$ cat config.mk
export PLATFORM = sky130hd
export DESIGN_NAME = pdn_refresh_ctrl
export DESIGN_NICKNAME = d
export VERILOG_FILES = /design/src/rtl/pdn_refresh_pkg.sv /design/src/rtl/pdn_cfg_port.sv /design/src/rtl/pdn_state_fsm.sv /design/src/rtl/pdn_ref_timer.sv /design/src/rtl/pdn_ref_addr.sv /design/src/rtl/pdn_refresh_ctrl.sv
export SDC_FILE = /design/constraint.sdc
export NUM_CORES = 1
export LEC_CHECK = 0
export CAP_MARGIN = 20
export CORE_ASPECT_RATIO = 1.75
export CORE_MARGIN = 3
export CORE_UTILIZATION = 35
export CTS_CLUSTER_DIAMETER = 120
export CTS_CLUSTER_SIZE = 40
export DETAILED_ROUTE_END_ITERATION = 16
export GPL_ROUTABILITY_DRIVEN = 0
export MAX_ROUTING_LAYER = met4
export SYNTH_ARGS = -nofsm -noshare
export SYNTH_HDL_FRONTEND = slang
export SYNTH_SLANG_ARGS = --single-unit
$ cat constraint.sdc
create_clock -name clk -period 2.8 [get_ports clk]
set_clock_uncertainty 0.1 [all_clocks]
set_input_delay 0.7 -clock clk [delete_from_list [all_inputs] [get_ports clk]]
set_output_delay 0.7 -clock clk [all_outputs]
set_load 0.1 [all_outputs]
$ cat src/rtl/pdn_refresh_pkg.sv
// Shared types and constants for the powerdown self-refresh controller.
// Assumes: every module of the block imports this package.
package pdn_refresh_pkg;

    // Power state: ACTIVE and ENTER report Active, DOWN and EXIT report Powerdown
    typedef enum logic [1:0] {
        PS_ACTIVE = 2'd0,
        PS_ENTER  = 2'd1,
        PS_DOWN   = 2'd2,
        PS_EXIT   = 2'd3
    } pwr_state_e;

    // Serial register that holds the exit bit, and the value that sets it
    localparam int unsigned EXIT_REG_ADDR = 3;
    localparam int unsigned EXIT_REG_VAL  = 1;

endpackage

$ cat src/rtl/pdn_cfg_port.sv
// Serial configuration register decode for the powerdown exit bit.
// Sets the exit bit on a matching write accepted in Powerdown and holds it
// until the state machine reports that Active has been reached.
// Assumes: wr_i is a one-cycle strobe marking the end of a serial write.
module pdn_cfg_port #(
    parameter int unsigned ADDR_W    = 8,
    parameter int unsigned DATA_W    = 8,
    parameter int unsigned EXIT_ADDR = 3,
    parameter int unsigned EXIT_VAL  = 1
) (
    input  logic              clk,
    input  logic              rst_n,
    input  logic              wr_i,
    input  logic [ADDR_W-1:0] addr_i,
    input  logic [DATA_W-1:0] data_i,
    input  logic              in_down_i,
    input  logic              clr_i,
    output logic              px_o
);

    localparam logic [ADDR_W-1:0] MATCH_ADDR = ADDR_W'(EXIT_ADDR);
    localparam logic [DATA_W-1:0] MATCH_DATA = DATA_W'(EXIT_VAL);

    logic hit;

    // Write decode: exact address and data match, accepted only in Powerdown
    always_comb begin
        hit = wr_i && in_down_i && (addr_i == MATCH_ADDR) && (data_i == MATCH_DATA);
    end

    // Exit bit register: clear has priority, set on a matching write
    always_ff @(posedge clk) begin
        if (!rst_n) begin
            px_o <= 1'b0;
        end else if (clr_i) begin
            px_o <= 1'b0;
        end else if (hit) begin
            px_o <= 1'b1;
        end
    end

endmodule

$ cat src/rtl/pdn_state_fsm.sv
// Power state sequencer with a shared delay counter for the entry and exit
// delays.
// Assumes: ENTRY_DLY >= 1 and EXIT_DLY >= 2. The exit delay counts from the
// edge that samples the exit write, and the exit bit is seen one edge later.
module pdn_state_fsm
    import pdn_refresh_pkg::*;
#(
    parameter int unsigned ENTRY_DLY = 4,
    parameter int unsigned EXIT_DLY  = 6
) (
    input  logic       clk,
    input  logic       rst_n,
    input  logic       pdn_cmd_i,
    input  logic       px_i,
    output pwr_state_e state_o,
    output logic       px_clr_o
);

    localparam int unsigned CNT_MAX = (ENTRY_DLY > EXIT_DLY) ? ENTRY_DLY : EXIT_DLY;
    localparam int unsigned CNT_W   = $clog2(CNT_MAX + 1);
    localparam logic [CNT_W-1:0] ENTRY_LOAD = CNT_W'(ENTRY_DLY - 1);
    localparam logic [CNT_W-1:0] EXIT_LOAD  = CNT_W'(EXIT_DLY - 2);

    pwr_state_e       state_q, state_d;
    logic [CNT_W-1:0] cnt_q, cnt_d;
    logic             cnt_zero;

    // Delay counter expiry
    always_comb begin
        cnt_zero = (cnt_q == '0);
    end

    // Next-state and counter-load decision
    always_comb begin
        state_d = state_q;
        cnt_d   = cnt_q;
        case (state_q)
            PS_ACTIVE: begin
                if (pdn_cmd_i) begin
                    state_d = PS_ENTER;
                    cnt_d   = ENTRY_LOAD;
                end
            end
            PS_ENTER: begin
                if (cnt_zero) begin
                    state_d = PS_DOWN;
                end else begin
                    cnt_d = cnt_q - 1'b1;
                end
            end
            PS_DOWN: begin
                if (px_i) begin
                    state_d = PS_EXIT;
                    cnt_d   = EXIT_LOAD;
                end
            end
            PS_EXIT: begin
                if (cnt_zero) begin
                    state_d = PS_ACTIVE;
                end else begin
                    cnt_d = cnt_q - 1'b1;
                end
            end
            default: begin
                state_d = PS_ACTIVE;
                cnt_d   = '0;
            end
        endcase
    end

    // State and delay counter registers
    always_ff @(posedge clk) begin
        if (!rst_n) begin
            state_q <= PS_ACTIVE;
            cnt_q   <= '0;
        end else begin
            state_q <= state_d;
            cnt_q   <= cnt_d;
        end
    end

    // Outputs: current state, and the exit-bit clear on the edge that returns to Active
    always_comb begin
        state_o  = state_q;
        px_clr_o = (state_q == PS_EXIT) && cnt_zero;
    end

endmodule

$ cat src/rtl/pdn_ref_timer.sv
// Internal refresh interval timer. It counts only while enabled, returns to
// zero whenever it is disabled, and gives a one-cycle tick every INTERVAL
// enabled cycles.
// Assumes: INTERVAL >= 2.
module pdn_ref_timer #(
    parameter int unsigned INTERVAL = 16
) (
    input  logic clk,
    input  logic rst_n,
    input  logic en_i,
    output logic tick_o
);

    localparam int unsigned TW = $clog2(INTERVAL);
    localparam logic [TW-1:0] LAST = TW'(INTERVAL - 1);

    logic [TW-1:0] cnt_q;
    logic          at_last;

    // Terminal count detect
    always_comb begin
        at_last = (cnt_q == LAST);
        tick_o  = en_i && at_last;
    end

    // Interval counter: held at zero while gated, wraps at the terminal count
    always_ff @(posedge clk) begin
        if (!rst_n) begin
            cnt_q <= '0;
        end else if (!en_i || at_last) begin
            cnt_q <= '0;
        end else begin
            cnt_q <= cnt_q + 1'b1;
        end
    end

endmodule

$ cat src/rtl/pdn_ref_addr.sv
// Refresh address counters and strobe output register.
// Bank counter advances on every refresh. The row counter advances on a
// bank wrap for automatic refreshes, or on an external increment command.
// Assumes: auto_i and ext_ok_i are never high together.
module pdn_ref_addr #(
    parameter int unsigned BANK_W = 3,
    parameter int unsigned ROW_W  = 12
) (
    input  logic              clk,
    input  logic              rst_n,
    input  logic              auto_i,
    input  logic              ext_i,
    input  logic              ext_inc_i,
    input  logic              ext_ok_i,
    output logic              stb_o,
    output logic [BANK_W-1:0] bank_o,
    output logic [ROW_W-1:0]  row_o
);

    localparam logic [BANK_W-1:0] BANK_LAST = {BANK_W{1'b1}};

    logic [BANK_W-1:0] bank_q;
    logic [ROW_W-1:0]  row_q;
    logic              ext_go;
    logic              fire;
    logic              row_step;

    // Refresh source selection and row advance rule
    always_comb begin
        ext_go = ext_ok_i && (ext_i || ext_inc_i);
        fire   = auto_i || ext_go;
        if (auto_i) begin
            row_step = (bank_q == BANK_LAST);
        end else begin
            row_step = ext_go && ext_inc_i;
        end
    end

    // Address counters: present the current value, then advance
    always_ff @(posedge clk) begin
        if (!rst_n) begin
            bank_q <= '0;
            row_q  <= '0;
        end else if (fire) begin
            bank_q <= bank_q + 1'b1;
            if (row_step) begin
                row_q <= row_q + 1'b1;
            end
        end
    end

    // Strobe and address output registers
    always_ff @(posedge clk) begin
        if (!rst_n) begin
            stb_o  <= 1'b0;
            bank_o <= '0;
            row_o  <= '0;
        end else begin
            stb_o <= fire;
            if (fire) begin
                bank_o <= bank_q;
                row_o  <= row_q;
            end
        end
    end

endmodule

$ cat src/rtl/pdn_refresh_ctrl.sv
// Top of the DRAM powerdown self-refresh controller. It joins the serial
// exit-bit register, the power state sequencer, the gated refresh timer and
// the shared refresh address counters.
// Assumes: request packet decoding upstream produces one-cycle command pulses.
module pdn_refresh_ctrl
    import pdn_refresh_pkg::*;
#(
    parameter int unsigned BANK_W       = 3,
    parameter int unsigned ROW_W        = 12,
    parameter int unsigned CFG_AW       = 8,
    parameter int unsigned CFG_DW       = 8,
    parameter int unsigned ENTRY_DLY    = 4,
    parameter int unsigned EXIT_DLY     = 6,
    parameter int unsigned REF_INTERVAL = 16
) (
    input  logic              clk,
    input  logic              rst_n,
    input  logic              pdn_cmd_i,
    input  logic              ext_ref_i,
    input  logic              ext_ref_inc_i,
    input  logic              cfg_wr_i,
    input  logic [CFG_AW-1:0] cfg_addr_i,
    input  logic [CFG_DW-1:0] cfg_data_i,
    output logic              ref_stb_o,
    output logic [BANK_W-1:0] ref_bank_o,
    output logic [ROW_W-1:0]  ref_row_o,
    output logic              powerdown_o
);

    pwr_state_e fsm_state;
    logic       exit_px;
    logic       px_clr;
    logic       in_down;
    logic       in_active;
    logic       timer_en;
    logic       ref_tick;

    // State decode shared by the sub-blocks
    always_comb begin
        in_down     = (fsm_state == PS_DOWN);
        in_active   = (fsm_state == PS_ACTIVE);
        timer_en    = in_down && !exit_px;
        powerdown_o = (fsm_state == PS_DOWN) || (fsm_state == PS_EXIT);
    end

    pdn_cfg_port #(
        .ADDR_W    (CFG_AW),
        .DATA_W    (CFG_DW),
        .EXIT_ADDR (EXIT_REG_ADDR),
        .EXIT_VAL  (EXIT_REG_VAL)
    ) u_cfg (
        .clk       (clk),
        .rst_n     (rst_n),
        .wr_i      (cfg_wr_i),
        .addr_i    (cfg_addr_i),
        .data_i    (cfg_data_i),
        .in_down_i (in_down),
        .clr_i     (px_clr),
        .px_o      (exit_px)
    );

    pdn_state_fsm #(
        .ENTRY_DLY (ENTRY_DLY),
        .EXIT_DLY  (EXIT_DLY)
    ) u_fsm (
        .clk       (clk),
        .rst_n     (rst_n),
        .pdn_cmd_i (pdn_cmd_i),
        .px_i      (exit_px),
        .state_o   (fsm_state),
        .px_clr_o  (px_clr)
    );

    pdn_ref_timer #(
        .INTERVAL (REF_INTERVAL)
    ) u_timer (
        .clk    (clk),
        .rst_n  (rst_n),
        .en_i   (timer_en),
        .tick_o (ref_tick)
    );

    pdn_ref_addr #(
        .BANK_W (BANK_W),
        .ROW_W  (ROW_W)
    ) u_addr (
        .clk       (clk),
        .rst_n     (rst_n),
        .auto_i    (ref_tick),
        .ext_i     (ext_ref_i),
        .ext_inc_i (ext_ref_inc_i),
        .ext_ok_i  (in_active),
        .stb_o     (ref_stb_o),
        .bank_o    (ref_bank_o),
        .row_o     (ref_row_o)
    );

endmodule

==> impl_metrics.py <==
metrics = {
    "status": {
        "run_status": "completed",
    },
    "route": {
        "routed-via-count": 1476,
        "drt_pre_antenna_iters": 3,
        "ant_nets": 0,
        "drc": 0,
        "viasPerCell": 5.072,
        "drtIter0Drc": 23,
        "wl_mm": 3.742,
        "wl_per_cell_um": 12.86,
    },
    "sta": {
        "rsz0062_at_grt": "false",
        "fmax_ghz": 0.4052,
        "whs_ns": 0.3545,
        "setup_viol": 0,
        "setup_ws_ns": 0.3318,
        "worstMarginPinSlew_ns": 0.5679,
        "hold_viol_final": 0,
        "slew_violations": 0,
        "relSlewSlack": 0.6201,
        "final.period_utilization": 0.8815,
        "period_minus_slack_ns": 2.468,
        "setup_tns_ns": 0,
    },
    "final_layout": {
        "fin_area_mm2": 0.002357,
        "finalNetCount": 268,
        "fillers": 516,
        "final_util": 0.4696,
        "instances_no_fill": 291,
        "drive_gt1_frac": 0.1392,
        "syn_to_final_growth_pct": 28.34,
        "n_antenna_cell": 0,
    },
    "power": {
        "pwr-share-clk": 0.296,
        "power.total_mw": 1.895,
        "p_leak_nw": 1.032,
        "seqPwrFrac": 0.378,
        "intPower_mw": 1.241,
        "vdd_drop_max_uv": 354.1,
        "p_per_area_mw_per_mm2": 803.8,
        "p_switching_uw": 653.4,
        "p_comb_frac": 0.327,
        "swShare": 0.3449,
    },
    "global_route": {
        "antenna_found_initial": 0,
        "grt.overflow.total": 0,
        "grt_pass1_vias": 1363,
        "grt_max_degree": 32,
        "grtUsageTotal": 0.1276,
        "grt_pass1_wl_mm": 5.816,
    },
    "synth": {
        "ys_ff_latch": 41,
        "synth_edf_count": 0,
        "ys_seq_area_frac": 0.4469,
        "postSynthCellCount": 195,
        "syn_area_mm2": 0.001837,
        "synth_warnings": 0,
        "ys.flop_type": "dfxtp_1",
        "synth_cell_types": 36,
        "async_flop_share": 0,
        "syn_avg_cell_area_um2": 9.419,
        "syn_nets": 227,
    },
    "clocking": {
        "htree_levels": 2,
        "cts_made_buffers": 5,
        "post_cts_buffers": 0,
        "cts_root_buf": "clkbuf_8",
        "path_clk_slew_ns": 0.08,
        "clockBufferDepth": 2,
        "cts_tree": "built",
        "cts_sinks": 41,
        "post_cts_resized": 0,
        "clk_latency_ns": 0.29,
        "holdBufCountCts": 0,
    },
    "die": {
        "die_width_um": 60.76,
        "start_util": 0.3659,
        "die_h_um": 101.8,
        "design.die.area_mm2": 0.006187,
        "fp-row-count": 34,
        "ios": 39,
        "coreArea_mm2": 0.005020,
    },
    "worst_setup_path": {
        "critPathKind": "register to output pin",
        "critPathArrivalTime_ns": 1.67,
        "critical_path.max_stage_delay_ns": 0.45,
        "critPathMaxFanout": 7,
        "critPathCaptureType": "output pin",
        "crit_chain": "inv_1 > ha_1 > or2_2 > buf_4",
        "path_buf_inv": 2,
        "cp.required_ns": 2.00,
        "start_kind": "register",
        "path_delay_family": "flip-flops",
        "slowest_stage": "dfxtp_1",
    },
    "worst_hold_path": {
        "hold_class": "register to register",
    },
    "flow_run": {
        "drv_cap": 0,
    },
    "placed_design": {
        "post-dp-hpwl_mm": 2.797,
        "numPortBuffers": 38,
        "dpl_worst_slack_ns": 0.4036,
        "place_area_mm2": 0.002223,
        "dp.cells": 283,
    },
}
## flip-flops by register name, summed over array words and instances (netlist names)
name	flops
u_addr.row_o	12
u_addr.row_q	12
u_timer.cnt_q	4
u_addr.bank_o	3
u_addr.bank_q	3
u_fsm.cnt_q	3
u_fsm.state_o	2
u_addr.stb_o	1
u_cfg.px_o	1
## power by group through the flow
stage	clock network [mW]	registers, mW	logic, mW
after detailed placement	0	0.730	0.627
final	0.560	0.716	0.619
after global routing	0.600	0.726	0.683
after CTS	0.577	0.717	0.629
after global placement	0	0.731	0.615
after floorplan	0	0.838	0.385
## final cells by class
cell class                      count  area, µm²  share of cell area
Tap cell                           54      67.56             0.02866
Clock buffer                        5      68.82             0.02919
Inverter                            7      26.28             0.01115
Multi-Input combinational cell    142      963.4              0.4087
Clock inverter                      3      65.06             0.02760
Sequential cell                    41      820.8              0.3482
Timing Repair Buffer               39      345.3              0.1465
## cell families (layout without fill, tap and decap cells)
group,count (synthesis),count (layout),synth area share
compound gates,26,26,0.08583
flops,41,41,0.4469
fa+ha+maj,10,10,0.06812
mux,20,20,0.1090
buf+inv,12,54,0.02861
xor+xnor,12,12,0.05722
simple gates,74,74,0.2044
## path summary, 6_finish.rpt
path                                  startpoint          endpoint  slack, ns  cells past startpoint
worst min-delay path            u_timer.cnt_q[0]  u_timer.cnt_q[0]       0.35                      1
worst max register to register  u_fsm.state_o[0]    u_fsm.cnt_q[1]       0.71                      7
worst min register to register  u_timer.cnt_q[0]  u_timer.cnt_q[0]       0.35                      1
worst max-delay path            u_fsm.state_o[0]       powerdown_o       0.33                      4
## per-layer routing
layer | global-route usage | share of wire
met1 | 0.1357 | 0.42
met2 | 0.2152 | 0.50
met3 | 0.03161 | 0.062
met4 | 0.06010 | 0.019
met5 | - | 0
## layout by cell type (no fill, tap or decap), types with 2 or more instances in the layout
cell type and count:
dfxtp_1 41, nor2_1 36, clkdlybuf4s50_1 21, mux2i_1 20
buf_4 18, xor2_1 10, ha_1 10, o21ai_0 8
inv_1 7, a21oi_1 7, nand3_1 6, nand2_1 6
clkbuf_8 5, o211ai_1 4, nor3_1 3, nor4_1 3
nand4_1 2, and4_1 2, and3_1 2, o21ai_1 2
nor2b_1 2, xnor2_1 2, a211o_1 2, a211oi_1 2
bufinv_16 2
## cells in the mapped netlist (3+ instances only)
cell type / n / area share
a21oi_1: 7 / 0.019
clkbuf_1: 4 / 0.0082
dfxtp_1: 41 / 0.45
ha_1: 10 / 0.068
inv_1: 7 / 0.014
mux2i_1: 20 / 0.11
nand2_1: 6 / 0.012
nand3_1: 6 / 0.016
nor2_1: 36 / 0.074
nor3_1: 3 / 0.0082
nor4_1: 3 / 0.010
o211ai_1: 4 / 0.016
o21ai_0: 8 / 0.022
xor2_1: 10 / 0.048
Power figures use the tool's default switching activity.
